`config.mk`:
```
export PLATFORM = sky130hd
export DESIGN_NAME = kbd_matrix_link
export DESIGN_NICKNAME = d
export VERILOG_FILES = /design/src/rtl/kbd_pkg.sv /design/src/rtl/kbd_dec3to8_n.sv /design/src/rtl/kbd_row_decode.sv /design/src/rtl/kbd_scan.sv /design/src/rtl/kbd_evt_fifo.sv /design/src/rtl/kbd_link.sv /design/src/rtl/kbd_matrix_link.sv
export SDC_FILE = /design/constraint.sdc
export NUM_CORES = 1
export LEC_CHECK = 0
export ABC_AREA = 1
export BUFFER_PORTS_ARGS = -buffer_cell sky130_fd_sc_hd__buf_2
export CORE_MARGIN = 3
export CORE_UTILIZATION = 30
export DETAILED_ROUTE_END_ITERATION = 8
export PLACE_DENSITY = 0.47
export SETUP_SLACK_MARGIN = 0.05
export SLEW_MARGIN = 10
export SYNTH_ARGS = -nofsm -noshare
export SYNTH_HDL_FRONTEND = slang
export SYNTH_SLANG_ARGS = --single-unit
export TNS_END_PERCENT = 1
```
`constraint.sdc`:
```
create_clock -name clk -period 3.55 [get_ports clk]
set_clock_uncertainty 0.2 [all_clocks]
set_input_delay 0.5325 -clock clk [delete_from_list [all_inputs] [get_ports clk]]
set_output_delay 0.5325 -clock clk [all_outputs]
set_load 0.03 [all_outputs]
```
`src/rtl/kbd_pkg.sv`:
```
package kbd_pkg;

    typedef enum logic [0:0] {
        SC_SETTLE = 1'b0,
        SC_CHECK  = 1'b1
    } scan_state_t;

    typedef enum logic [1:0] {
        LK_IDLE = 2'd0,
        LK_REQ  = 2'd1,
        LK_TX   = 2'd2,
        LK_RX   = 2'd3
    } link_state_t;

endpackage

```
`src/rtl/kbd_dec3to8_n.sv`:
```
module kbd_dec3to8_n (
    input  logic       en,
    input  logic [2:0] sel,
    output logic [7:0] out_n
);
    always_comb begin
        out_n = '1;
        if (en) out_n[sel] = 1'b0;
    end
endmodule

```
`src/rtl/kbd_row_decode.sv`:
```
module kbd_row_decode #(
    parameter int IW = 4
) (
    input  logic [IW-1:0]      idx,
    output logic [(1<<IW)-1:0] row_n
);
    localparam int ROWS   = 1 << IW;
    localparam int GROUPS = ROWS / 8;

    // Upper index bits enable exactly one 3-to-8 group; the rest stay all-high.
    for (genvar g = 0; g < GROUPS; g++) begin : g_grp
        logic en_g;
        assign en_g = (idx[IW-1:3] == (IW-3)'(g));
        kbd_dec3to8_n u_dec (
            .en   (en_g),
            .sel  (idx[2:0]),
            .out_n(row_n[g*8 +: 8])
        );
    end
endmodule

```
`src/rtl/kbd_scan.sv`:
```
module kbd_scan
    import kbd_pkg::*;
#(
    parameter int IW   = 4,
    parameter int COLS = 8,
    parameter int SW   = 8
) (
    input  logic                  clk,
    input  logic                  rst_n,
    input  logic [SW-1:0]         settle,
    input  logic [COLS-1:0]       col_n,
    output logic [IW-1:0]         row_idx,
    output logic                  evt_valid,
    output logic [IW+$clog2(COLS):0] evt_code
);
    localparam int ROWS = 1 << IW;
    localparam int CW   = $clog2(COLS);
    localparam int KEYS = ROWS * COLS;

    scan_state_t     state_q, state_d;
    logic [IW-1:0]   row_q;
    logic [SW-1:0]   cnt_q;
    logic [COLS-1:0] cap_q;
    logic [CW-1:0]   col_q;
    logic [KEYS-1:0] prev_q;
    logic [KEYS-1:0] stab_q;

    logic [IW+CW-1:0] key_idx;
    logic             raw;
    logic             hit;
    logic             settle_done;
    logic             last_col;

    assign key_idx     = {row_q, col_q};
    assign raw         = cap_q[col_q];
    // confirmed on two scans and different from what was last reported
    assign hit         = (raw == prev_q[key_idx]) && (raw != stab_q[key_idx]);
    assign settle_done = (cnt_q >= settle);
    assign last_col    = (col_q == CW'(COLS-1));
    assign row_idx     = row_q;

    always_ff @(posedge clk) begin
        if (!rst_n) state_q <= SC_SETTLE;
        else        state_q <= state_d;
    end

    always_comb begin
        state_d = state_q;
        unique case (state_q)
            SC_SETTLE: if (settle_done) state_d = SC_CHECK;
            SC_CHECK:  if (last_col)    state_d = SC_SETTLE;
        endcase
    end

    always_ff @(posedge clk) begin
        if (!rst_n) begin
            row_q     <= '0;
            cnt_q     <= '0;
            cap_q     <= '0;
            col_q     <= '0;
            prev_q    <= '0;
            stab_q    <= '0;
            evt_valid <= 1'b0;
            evt_code  <= '0;
        end else begin
            evt_valid <= 1'b0;
            unique case (state_q)
                SC_SETTLE: begin
                    if (settle_done) begin
                        cap_q <= ~col_n;
                        cnt_q <= '0;
                        col_q <= '0;
                    end else begin
                        cnt_q <= cnt_q + 1'b1;
                    end
                end
                SC_CHECK: begin
                    prev_q[key_idx] <= raw;
                    if (hit) begin
                        stab_q[key_idx] <= raw;
                        evt_valid       <= 1'b1;
                        evt_code        <= {~raw, row_q, col_q};
                    end
                    col_q <= col_q + 1'b1;
                    if (last_col) row_q <= row_q + 1'b1;
                end
            endcase
        end
    end

    // the row index only ever advances by one
    a_r3_row_steps_by_one: assert property (@(posedge clk) disable iff (!rst_n)
        (row_q != $past(row_q)) |-> (row_q == $past(row_q) + 1'b1));

    // back-to-back reports always name different keys
    a_r4_distinct_reports: assert property (@(posedge clk) disable iff (!rst_n)
        (evt_valid && $past(evt_valid)) |-> (evt_code != $past(evt_code)));

endmodule

```
`src/rtl/kbd_evt_fifo.sv`:
```
module kbd_evt_fifo #(
    parameter int W     = 8,
    parameter int DEPTH = 4
) (
    input  logic         clk,
    input  logic         rst_n,
    input  logic         push,
    input  logic [W-1:0] din,
    input  logic         pop,
    output logic [W-1:0] dout,
    output logic         empty,
    output logic         overflow
);
    localparam int AW = (DEPTH > 1) ? $clog2(DEPTH) : 1;

    logic [W-1:0] mem [DEPTH];
    logic [AW-1:0] wp_q, rp_q;
    logic [AW:0]   cnt_q;
    logic          full;
    logic          push_ok, pop_ok;

    assign full    = (cnt_q == (AW+1)'(DEPTH));
    assign empty   = (cnt_q == '0);
    assign push_ok = push && !full;
    assign pop_ok  = pop && !empty;
    assign dout    = mem[rp_q];

    always_ff @(posedge clk) begin
        if (push_ok) mem[wp_q] <= din;
    end

    always_ff @(posedge clk) begin
        if (!rst_n) begin
            wp_q     <= '0;
            rp_q     <= '0;
            cnt_q    <= '0;
            overflow <= 1'b0;
        end else begin
            if (push_ok) wp_q <= (wp_q == AW'(DEPTH-1)) ? '0 : wp_q + 1'b1;
            if (pop_ok)  rp_q <= (rp_q == AW'(DEPTH-1)) ? '0 : rp_q + 1'b1;
            cnt_q <= cnt_q + {{AW{1'b0}}, push_ok} - {{AW{1'b0}}, pop_ok};
            if (push && full) overflow <= 1'b1;
        end
    end

    // once set, the drop flag holds until reset
    a_r8_overflow_sticky: assert property (@(posedge clk) disable iff (!rst_n)
        $past(overflow) |-> overflow);

    // occupancy never exceeds the configured depth
    a_r8_count_bound: assert property (@(posedge clk) disable iff (!rst_n)
        cnt_q <= (AW+1)'(DEPTH));

    // the link only takes a code when one is waiting
    a_r8_pop_nonempty: assert property (@(posedge clk) disable iff (!rst_n)
        pop |-> !empty);

endmodule

```
`src/rtl/kbd_link.sv`:
```
module kbd_link
    import kbd_pkg::*;
#(
    parameter int W       = 8,
    parameter int BIT_CYC = 12
) (
    input  logic         clk,
    input  logic         rst_n,
    input  logic         tx_ready,
    input  logic [W-1:0] tx_data,
    output logic         tx_pop,
    input  logic         link_clk_i,
    input  logic         link_dat_i,
    output logic         link_clk_o,
    output logic         link_dat_o,
    output logic [W-1:0] rx_byte,
    output logic         rx_valid
);
    localparam int HALF  = BIT_CYC / 2;
    localparam int CNT_W = $clog2(BIT_CYC);
    localparam int BW    = $clog2(W);

    link_state_t      state_q, state_d;
    logic [1:0]       clk_s, dat_s;
    logic [CNT_W-1:0] cnt_q;
    logic [BW-1:0]    bit_q;
    logic [W-1:0]     sh_q;
    logic             clk_q, dat_q;
    logic             host_low, mid, end_bit, last_bit;

    assign host_low   = !clk_s[1];
    assign mid        = (cnt_q == CNT_W'(HALF-1));
    assign end_bit    = (cnt_q == CNT_W'(BIT_CYC-1));
    assign last_bit   = (bit_q == BW'(W-1));
    assign tx_pop     = (state_q == LK_IDLE) && !host_low && tx_ready;
    assign link_clk_o = clk_q;
    assign link_dat_o = dat_q;

    // two-stage synchronizers for the shared lines
    always_ff @(posedge clk) begin
        if (!rst_n) begin
            clk_s <= 2'b11;
            dat_s <= 2'b11;
        end else begin
            clk_s <= {clk_s[0], link_clk_i};
            dat_s <= {dat_s[0], link_dat_i};
        end
    end

    always_ff @(posedge clk) begin
        if (!rst_n) state_q <= LK_IDLE;
        else        state_q <= state_d;
    end

    always_comb begin
        state_d = state_q;
        unique case (state_q)
            LK_IDLE: if (host_low)              state_d = LK_REQ;
                     else if (tx_ready)         state_d = LK_TX;
            LK_REQ:  if (!host_low)             state_d = LK_RX;
            LK_TX:   if (end_bit && last_bit)   state_d = LK_IDLE;
            LK_RX:   if (end_bit && last_bit)   state_d = LK_IDLE;
        endcase
    end

    always_ff @(posedge clk) begin
        if (!rst_n) begin
            cnt_q    <= '0;
            bit_q    <= '0;
            sh_q     <= '0;
            clk_q    <= 1'b1;
            dat_q    <= 1'b1;
            rx_byte  <= '0;
            rx_valid <= 1'b0;
        end else begin
            rx_valid <= 1'b0;
            unique case (state_q)
                LK_IDLE: begin
                    if (tx_pop) begin
                        sh_q  <= tx_data;
                        dat_q <= tx_data[0];
                        clk_q <= 1'b0;
                        cnt_q <= '0;
                        bit_q <= '0;
                    end
                end
                LK_REQ: begin
                    if (!host_low) begin
                        clk_q <= 1'b0;
                        cnt_q <= '0;
                        bit_q <= '0;
                    end
                end
                LK_TX: begin
                    cnt_q <= cnt_q + 1'b1;
                    if (mid) clk_q <= 1'b1;
                    if (end_bit) begin
                        if (last_bit) begin
                            dat_q <= 1'b1;
                        end else begin
                            cnt_q <= '0;
                            bit_q <= bit_q + 1'b1;
                            clk_q <= 1'b0;
                            dat_q <= sh_q[1];
                            sh_q  <= {1'b1, sh_q[W-1:1]};
                        end
                    end
                end
                LK_RX: begin
                    cnt_q <= cnt_q + 1'b1;
                    if (mid) begin
                        clk_q <= 1'b1;
                        sh_q  <= {dat_s[1], sh_q[W-1:1]};
                    end
                    if (end_bit) begin
                        if (last_bit) begin
                            rx_valid <= 1'b1;
                            rx_byte  <= sh_q;
                        end else begin
                            cnt_q <= '0;
                            bit_q <= bit_q + 1'b1;
                            clk_q <= 1'b0;
                        end
                    end
                end
            endcase
        end
    end

    // an idle link leaves both lines released
    a_r7_idle_released: assert property (@(posedge clk) disable iff (!rst_n)
        (state_q == LK_IDLE) |-> (link_clk_o && link_dat_o));

    // data does not move while the clock is high inside a frame
    a_r7_data_steady_high: assert property (@(posedge clk) disable iff (!rst_n)
        (state_q == LK_TX && $past(state_q) == LK_TX && link_clk_o && $past(link_clk_o))
        |-> $stable(link_dat_o));

    // the data line is left to the host during a request and receive
    a_r9_rx_data_released: assert property (@(posedge clk) disable iff (!rst_n)
        (state_q == LK_REQ || state_q == LK_RX) |-> link_dat_o);

    // the receive strobe lasts a single cycle
    a_r9_rx_valid_single: assert property (@(posedge clk) disable iff (!rst_n)
        rx_valid |=> !rx_valid);

endmodule

```
`src/rtl/kbd_matrix_link.sv`:
```
module kbd_matrix_link #(
    parameter int ROW_IW     = 4,
    parameter int COLS       = 8,
    parameter int SETTLE_W   = 8,
    parameter int BIT_CYC    = 12,
    parameter int FIFO_DEPTH = 4,
    localparam int ROWS      = 1 << ROW_IW,
    localparam int CODE_W    = 1 + ROW_IW + $clog2(COLS)
) (
    input  logic                clk,
    input  logic                rst_n,
    input  logic [SETTLE_W-1:0] settle_cycles,
    input  logic [COLS-1:0]     col_n,
    output logic [ROWS-1:0]     row_n,
    input  logic                link_clk_i,
    output logic                link_clk_o,
    input  logic                link_dat_i,
    output logic                link_dat_o,
    output logic [CODE_W-1:0]   rx_byte,
    output logic                rx_valid,
    output logic                overflow
);
    logic [ROW_IW-1:0] row_idx;
    logic              evt_valid;
    logic [CODE_W-1:0] evt_code;
    logic [CODE_W-1:0] q_head;
    logic              q_empty;
    logic              q_pop;

    kbd_scan #(.IW(ROW_IW), .COLS(COLS), .SW(SETTLE_W)) u_scan (
        .clk      (clk),
        .rst_n    (rst_n),
        .settle   (settle_cycles),
        .col_n    (col_n),
        .row_idx  (row_idx),
        .evt_valid(evt_valid),
        .evt_code (evt_code)
    );

    kbd_row_decode #(.IW(ROW_IW)) u_rowdec (
        .idx  (row_idx),
        .row_n(row_n)
    );

    kbd_evt_fifo #(.W(CODE_W), .DEPTH(FIFO_DEPTH)) u_fifo (
        .clk     (clk),
        .rst_n   (rst_n),
        .push    (evt_valid),
        .din     (evt_code),
        .pop     (q_pop),
        .dout    (q_head),
        .empty   (q_empty),
        .overflow(overflow)
    );

    kbd_link #(.W(CODE_W), .BIT_CYC(BIT_CYC)) u_link (
        .clk       (clk),
        .rst_n     (rst_n),
        .tx_ready  (!q_empty),
        .tx_data   (q_head),
        .tx_pop    (q_pop),
        .link_clk_i(link_clk_i),
        .link_dat_i(link_dat_i),
        .link_clk_o(link_clk_o),
        .link_dat_o(link_dat_o),
        .rx_byte   (rx_byte),
        .rx_valid  (rx_valid)
    );

    // the cascaded decoders always leave exactly one strobe low
    a_r2_one_row_low: assert property (@(posedge clk) disable iff (!rst_n)
        $countones(row_n) == ROWS - 1);

endmodule

```
==> results.sh <==
export IMPL_clockPowerShare_pct=45.5
export IMPL_ir_worst_vdd_mv=0.2977
export IMPL_timing_fmax_ghz=0.3094
export IMPL_num_vias=19000
export IMPL_drt_iter0_markers=1296
export IMPL_seq_area_frac_synth_pct=38.09
export IMPL_diodes=0
export IMPL_synthCells=3167
export IMPL_ant_nets=0
export IMPL_p_int_mw=7.251
export IMPL_dp_cells=3940
export IMPL_hold_slack_ns=0.09762
export IMPL_setup_violations=0
export IMPL_numCtsBuffers=45
export IMPL_drt_total_wl_um=63910
export IMPL_drive_gt1_share_pct=6.390
export IMPL_cts_tree="done"
export IMPL_clock_path_buffers=3
export IMPL_cp_common_cell="nand2_1"
export IMPL_grt_max_degree=136
export IMPL_cts_sinks=363
export IMPL_ys_warn_count=0
export IMPL_cp_cell_sequence="nand2_1 > inv_2 > buf_12 > nand3_1 > nand2_1 > o21ai_0 > buf_4 > nand2_1 > nor2_1 > nand3_1 > nand2_1 > a21oi_4 > buf_6 > nand3_1 > nand2_1 > inv_1 > nor2_1"
export IMPL_hp_class="primary input to register"
export IMPL_grt_antenna_before_repair=0
export IMPL_vias_per_cell=4.713
export IMPL_arrival_ns=3.55
export IMPL_h_tree_depth=2
export IMPL_clk_insertion_delay_late_ns=0.59
export IMPL_clock_root_buffer="clkbuf_16"
export IMPL_gr_total_overflow=0
export IMPL_syn_area_sq_um=19920
export IMPL_outcome="completed"
export IMPL_clk_pin_slew_ns=0.06
export IMPL_synth_nets=3216
export IMPL_swShare_pct=27.36
export IMPL_grt_pass1_vias=17800
export IMPL_timing_slew_headroom_pct=33.84
export IMPL_syn2layout_area_growth_pct=14.44
export IMPL_required_ns=3.86
export IMPL_crit_type="register to register"
export IMPL_core_area_sq_um=65050
export IMPL_grt_pass1_wl_um=101100
export IMPL_syn_avg_cell_area_sq_um=6.289
export IMPL_rsz0062_at_grt="false"
export IMPL_slew_viol_final=0
export IMPL_final_cells=4032
export IMPL_place_hpwl_um=38450
export IMPL_wl_per_cell_um=15.85
export IMPL_cp_end_kind="register"
export IMPL_die_width_um=263.7
export IMPL_start_kind="register"
export IMPL_drc=0
export IMPL_fin_crit_ns=3.232
export IMPL_whs_path_depth=3
export IMPL_dpl_cell_area_sq_um=21230
export IMPL_initial_core_util_pct=30.62
export IMPL_dr_pass1_iters=5
export IMPL_finalSetupTns_ns=0
export IMPL_stdcell_area_sq_um=22790
export IMPL_top_level_ports=48
export IMPL_critical_path_peak_fanout=52
export IMPL_switching_power_mw=2.730
export IMPL_critPathMaxStageDelay_ns=0.44
export IMPL_rows=93
export IMPL_timing_final_crit_share_pct=91.05
export IMPL_postCtsSetupRepairBufs=0
export IMPL_io_buffers=47
export IMPL_p_leak_nw=10.28
export IMPL_max_cap_violations=0
export IMPL_post_route_util_pct=35.04
export IMPL_hold_viol=0
export IMPL_seq_power_share_pct=43.3
export IMPL_worst_pin_slew_ns=0.9924
export IMPL_dieArea_sq_um=69520
export IMPL_power_frac_comb_pct=11.2
export IMPL_r2r_worst_path_cells=17
export IMPL_slowest_stage="dfxtp_2"
export IMPL_place_congestion=0.8081
export IMPL_power_density_nw_per_um2=437.9
export IMPL_ys_seq_elements=363
export IMPL_nNetsFinal=3192
export IMPL_synthDistinctLibCells=38
export IMPL_die_y_um=263.7
export IMPL_grt_util_all_layers_pct=18.02
==> flip-flops by register name, indices dropped and copies added (netlist names), 3 cells and up, named ones only <==
register,flops
u_scan.row_idx,4
u_scan.col_q,3
u_scan.stab_q,128
u_scan.prev_q,128
u_scan.cap_q,8
u_scan.evt_code,8
u_fifo.mem,32
u_link.rx_byte,8
u_link.sh_q,8
u_fifo.cnt_q,3
u_link.cnt_q,4
u_scan.cnt_q,8
u_link.bit_q,3
==> path summary, 6_finish.rpt <==
kind	from	endpoint	slack, ns
min	rst_n	u_scan.prev_q[90]$_SDFFE_PN0P_	0.1
min reg2reg	u_link.clk_s[0]$_SDFF_PN1_	u_link.clk_s[1]$_SDFF_PN1_	0.21
max reg2reg	u_scan.col_q[2]$_SDFFE_PN0P_	u_scan.stab_q[24]$_SDFFE_PN0P_	0.32
max	u_scan.col_q[2]$_SDFFE_PN0P_	u_scan.stab_q[24]$_SDFFE_PN0P_	0.32
==> through the flow <==
stage	setup slack, ns	power (mW)
floorplan	1.094	5.205
CTS	0.1830	10.15
global route	0.07342	10.47
global placement	0.1620	5.545
detailed placement	0.1977	5.537
finish	0.3177	9.981
==> Yosys cell counts <==
cell type  count  area (sq um)
nand2_1      789          2962
inv_1        581          2181
nor2_1       379          1423
dfxtp_1      331          6626
nand3_1      220          1101
o21ai_0      202          1011
a21oi_1      139         695.7
nand4_1      135         844.6
buf_2         80         400.4
clkbuf_1      71         266.5
o211ai_1      45         337.8
buf_1         38         142.6
edfxtp_1      32         960.9
ha_1          28         350.3
o21ai_1       17         85.08
nor3_1        15         75.07
o22ai_1        9         56.30
a31oi_1        8         50.05
buf_4          7         52.55
or2_2          6         37.54
inv_2          5         18.77
a211oi_1       4         30.03
nor4_1         4         25.02
a22oi_1        3         22.52
nor2_2         3         18.77
o211a_1        3         30.03
and3_1         2         12.51
a21oi_2        1         8.760
a221o_1        1         10.01
a311oi_1       1         8.760
a32o_1         1         10.01
clkbuf_2       1         5.000
fa_1           1         20.02
nand2_2        1         6.260
nor3b_1        1         7.510
o2111ai_1      1         8.760
o31ai_1        1         7.510
xor2_1         1         8.760
==> layout make-up <==
type                       instances  area [sq um]
fill                            7139         42250
multi-input combinational       2021          9313
sequential                       363          7597
inverter                         586          2208
clock buffer                      69          1296
timing repair buffer             126          1172
tap                              855          1070
clock inverter                    12         137.6
==> routing by layer <==
metal  GRT usage, %  vias to the layer above  wire length, um
li1               -                     9863                -
met1          24.53                     8702            30720
met2          29.82                      362            28740
met3          2.580                       76             3014
met4          4.932                        0             1427
met5              0                        -                0
==> power by group through the flow <==
stage / clock, mW / combinational [mW] / sequential (mW)
3_5_place_dp: 0 / 1.13 / 4.41
5_1_grt: 4.84 / 1.29 / 4.34
2_1_floorplan: 0 / 0.803 / 4.40
6_report: 4.54 / 1.12 / 4.32
3_3_place_gp: 0 / 1.13 / 4.41
4_1_cts: 4.69 / 1.14 / 4.32
==> what timing repair did <==
action                                  in CTS  in global routing
endpoints found under the setup margin       0                 63
resized for setup                            0                  8
endpoints found under the hold margin       10                  0
hold buffers                                10                  0
==> worst max-delay path, delay by kind of cell, from the launching register on <==
kind	cells	cell delay, ns
flops	1	0.44
buf+inv	5	1.00
compound gates	2	0.38
simple gates	10	1.08
==> cell families after synthesis <==
logic type / after synthesis / share of synthesized area, %
AOI/OAI and AO/OA: 436 / 11.91
xor gates and xnor gates: 1 / 0.04398
adders and majority gates: 29 / 1.859
buffers and inverters: 783 / 15.40
DFF: 363 / 38.09
and+or+nand+nor: 1555 / 32.70
==> layout by cell type (no fill, tap or decap), types with 3 or more instances in the layout <==
| cell | netlist | routed |
|---|---|---|
| clkbuf_8 | 0 | 8 |
| inv_2 | 5 | 3 |
| nand2_1 | 789 | 788 |
| edfxtp_1 | 32 | 32 |
| a21oi_1 | 139 | 139 |
| inv_1 | 581 | 580 |
| a31oi_1 | 8 | 8 |
| dfxtp_1 | 331 | 327 |
| a22oi_1 | 3 | 3 |
| o211a_1 | 3 | 3 |
| nor2_4 | 0 | 3 |
| dlygate4sd3_1 | 0 | 10 |
| o211ai_1 | 45 | 45 |
| nor4_1 | 4 | 4 |
| clkbuf_16 | 0 | 46 |
| buf_12 | 0 | 23 |
| nand4_1 | 135 | 135 |
| or2_2 | 6 | 6 |
| a211oi_1 | 4 | 4 |
| nand3_1 | 220 | 220 |
| o21ai_0 | 202 | 200 |
| buf_6 | 0 | 3 |
| ha_1 | 28 | 28 |
| buf_2 | 80 | 46 |
| clkinv_2 | 0 | 6 |
| buf_4 | 7 | 43 |
| nor3_1 | 15 | 14 |
| o22ai_1 | 9 | 9 |
| nor2_1 | 379 | 379 |
| clkbuf_1 | 71 | 16 |
| o21ai_1 | 17 | 19 |
(Power assumes the default switching activity.)
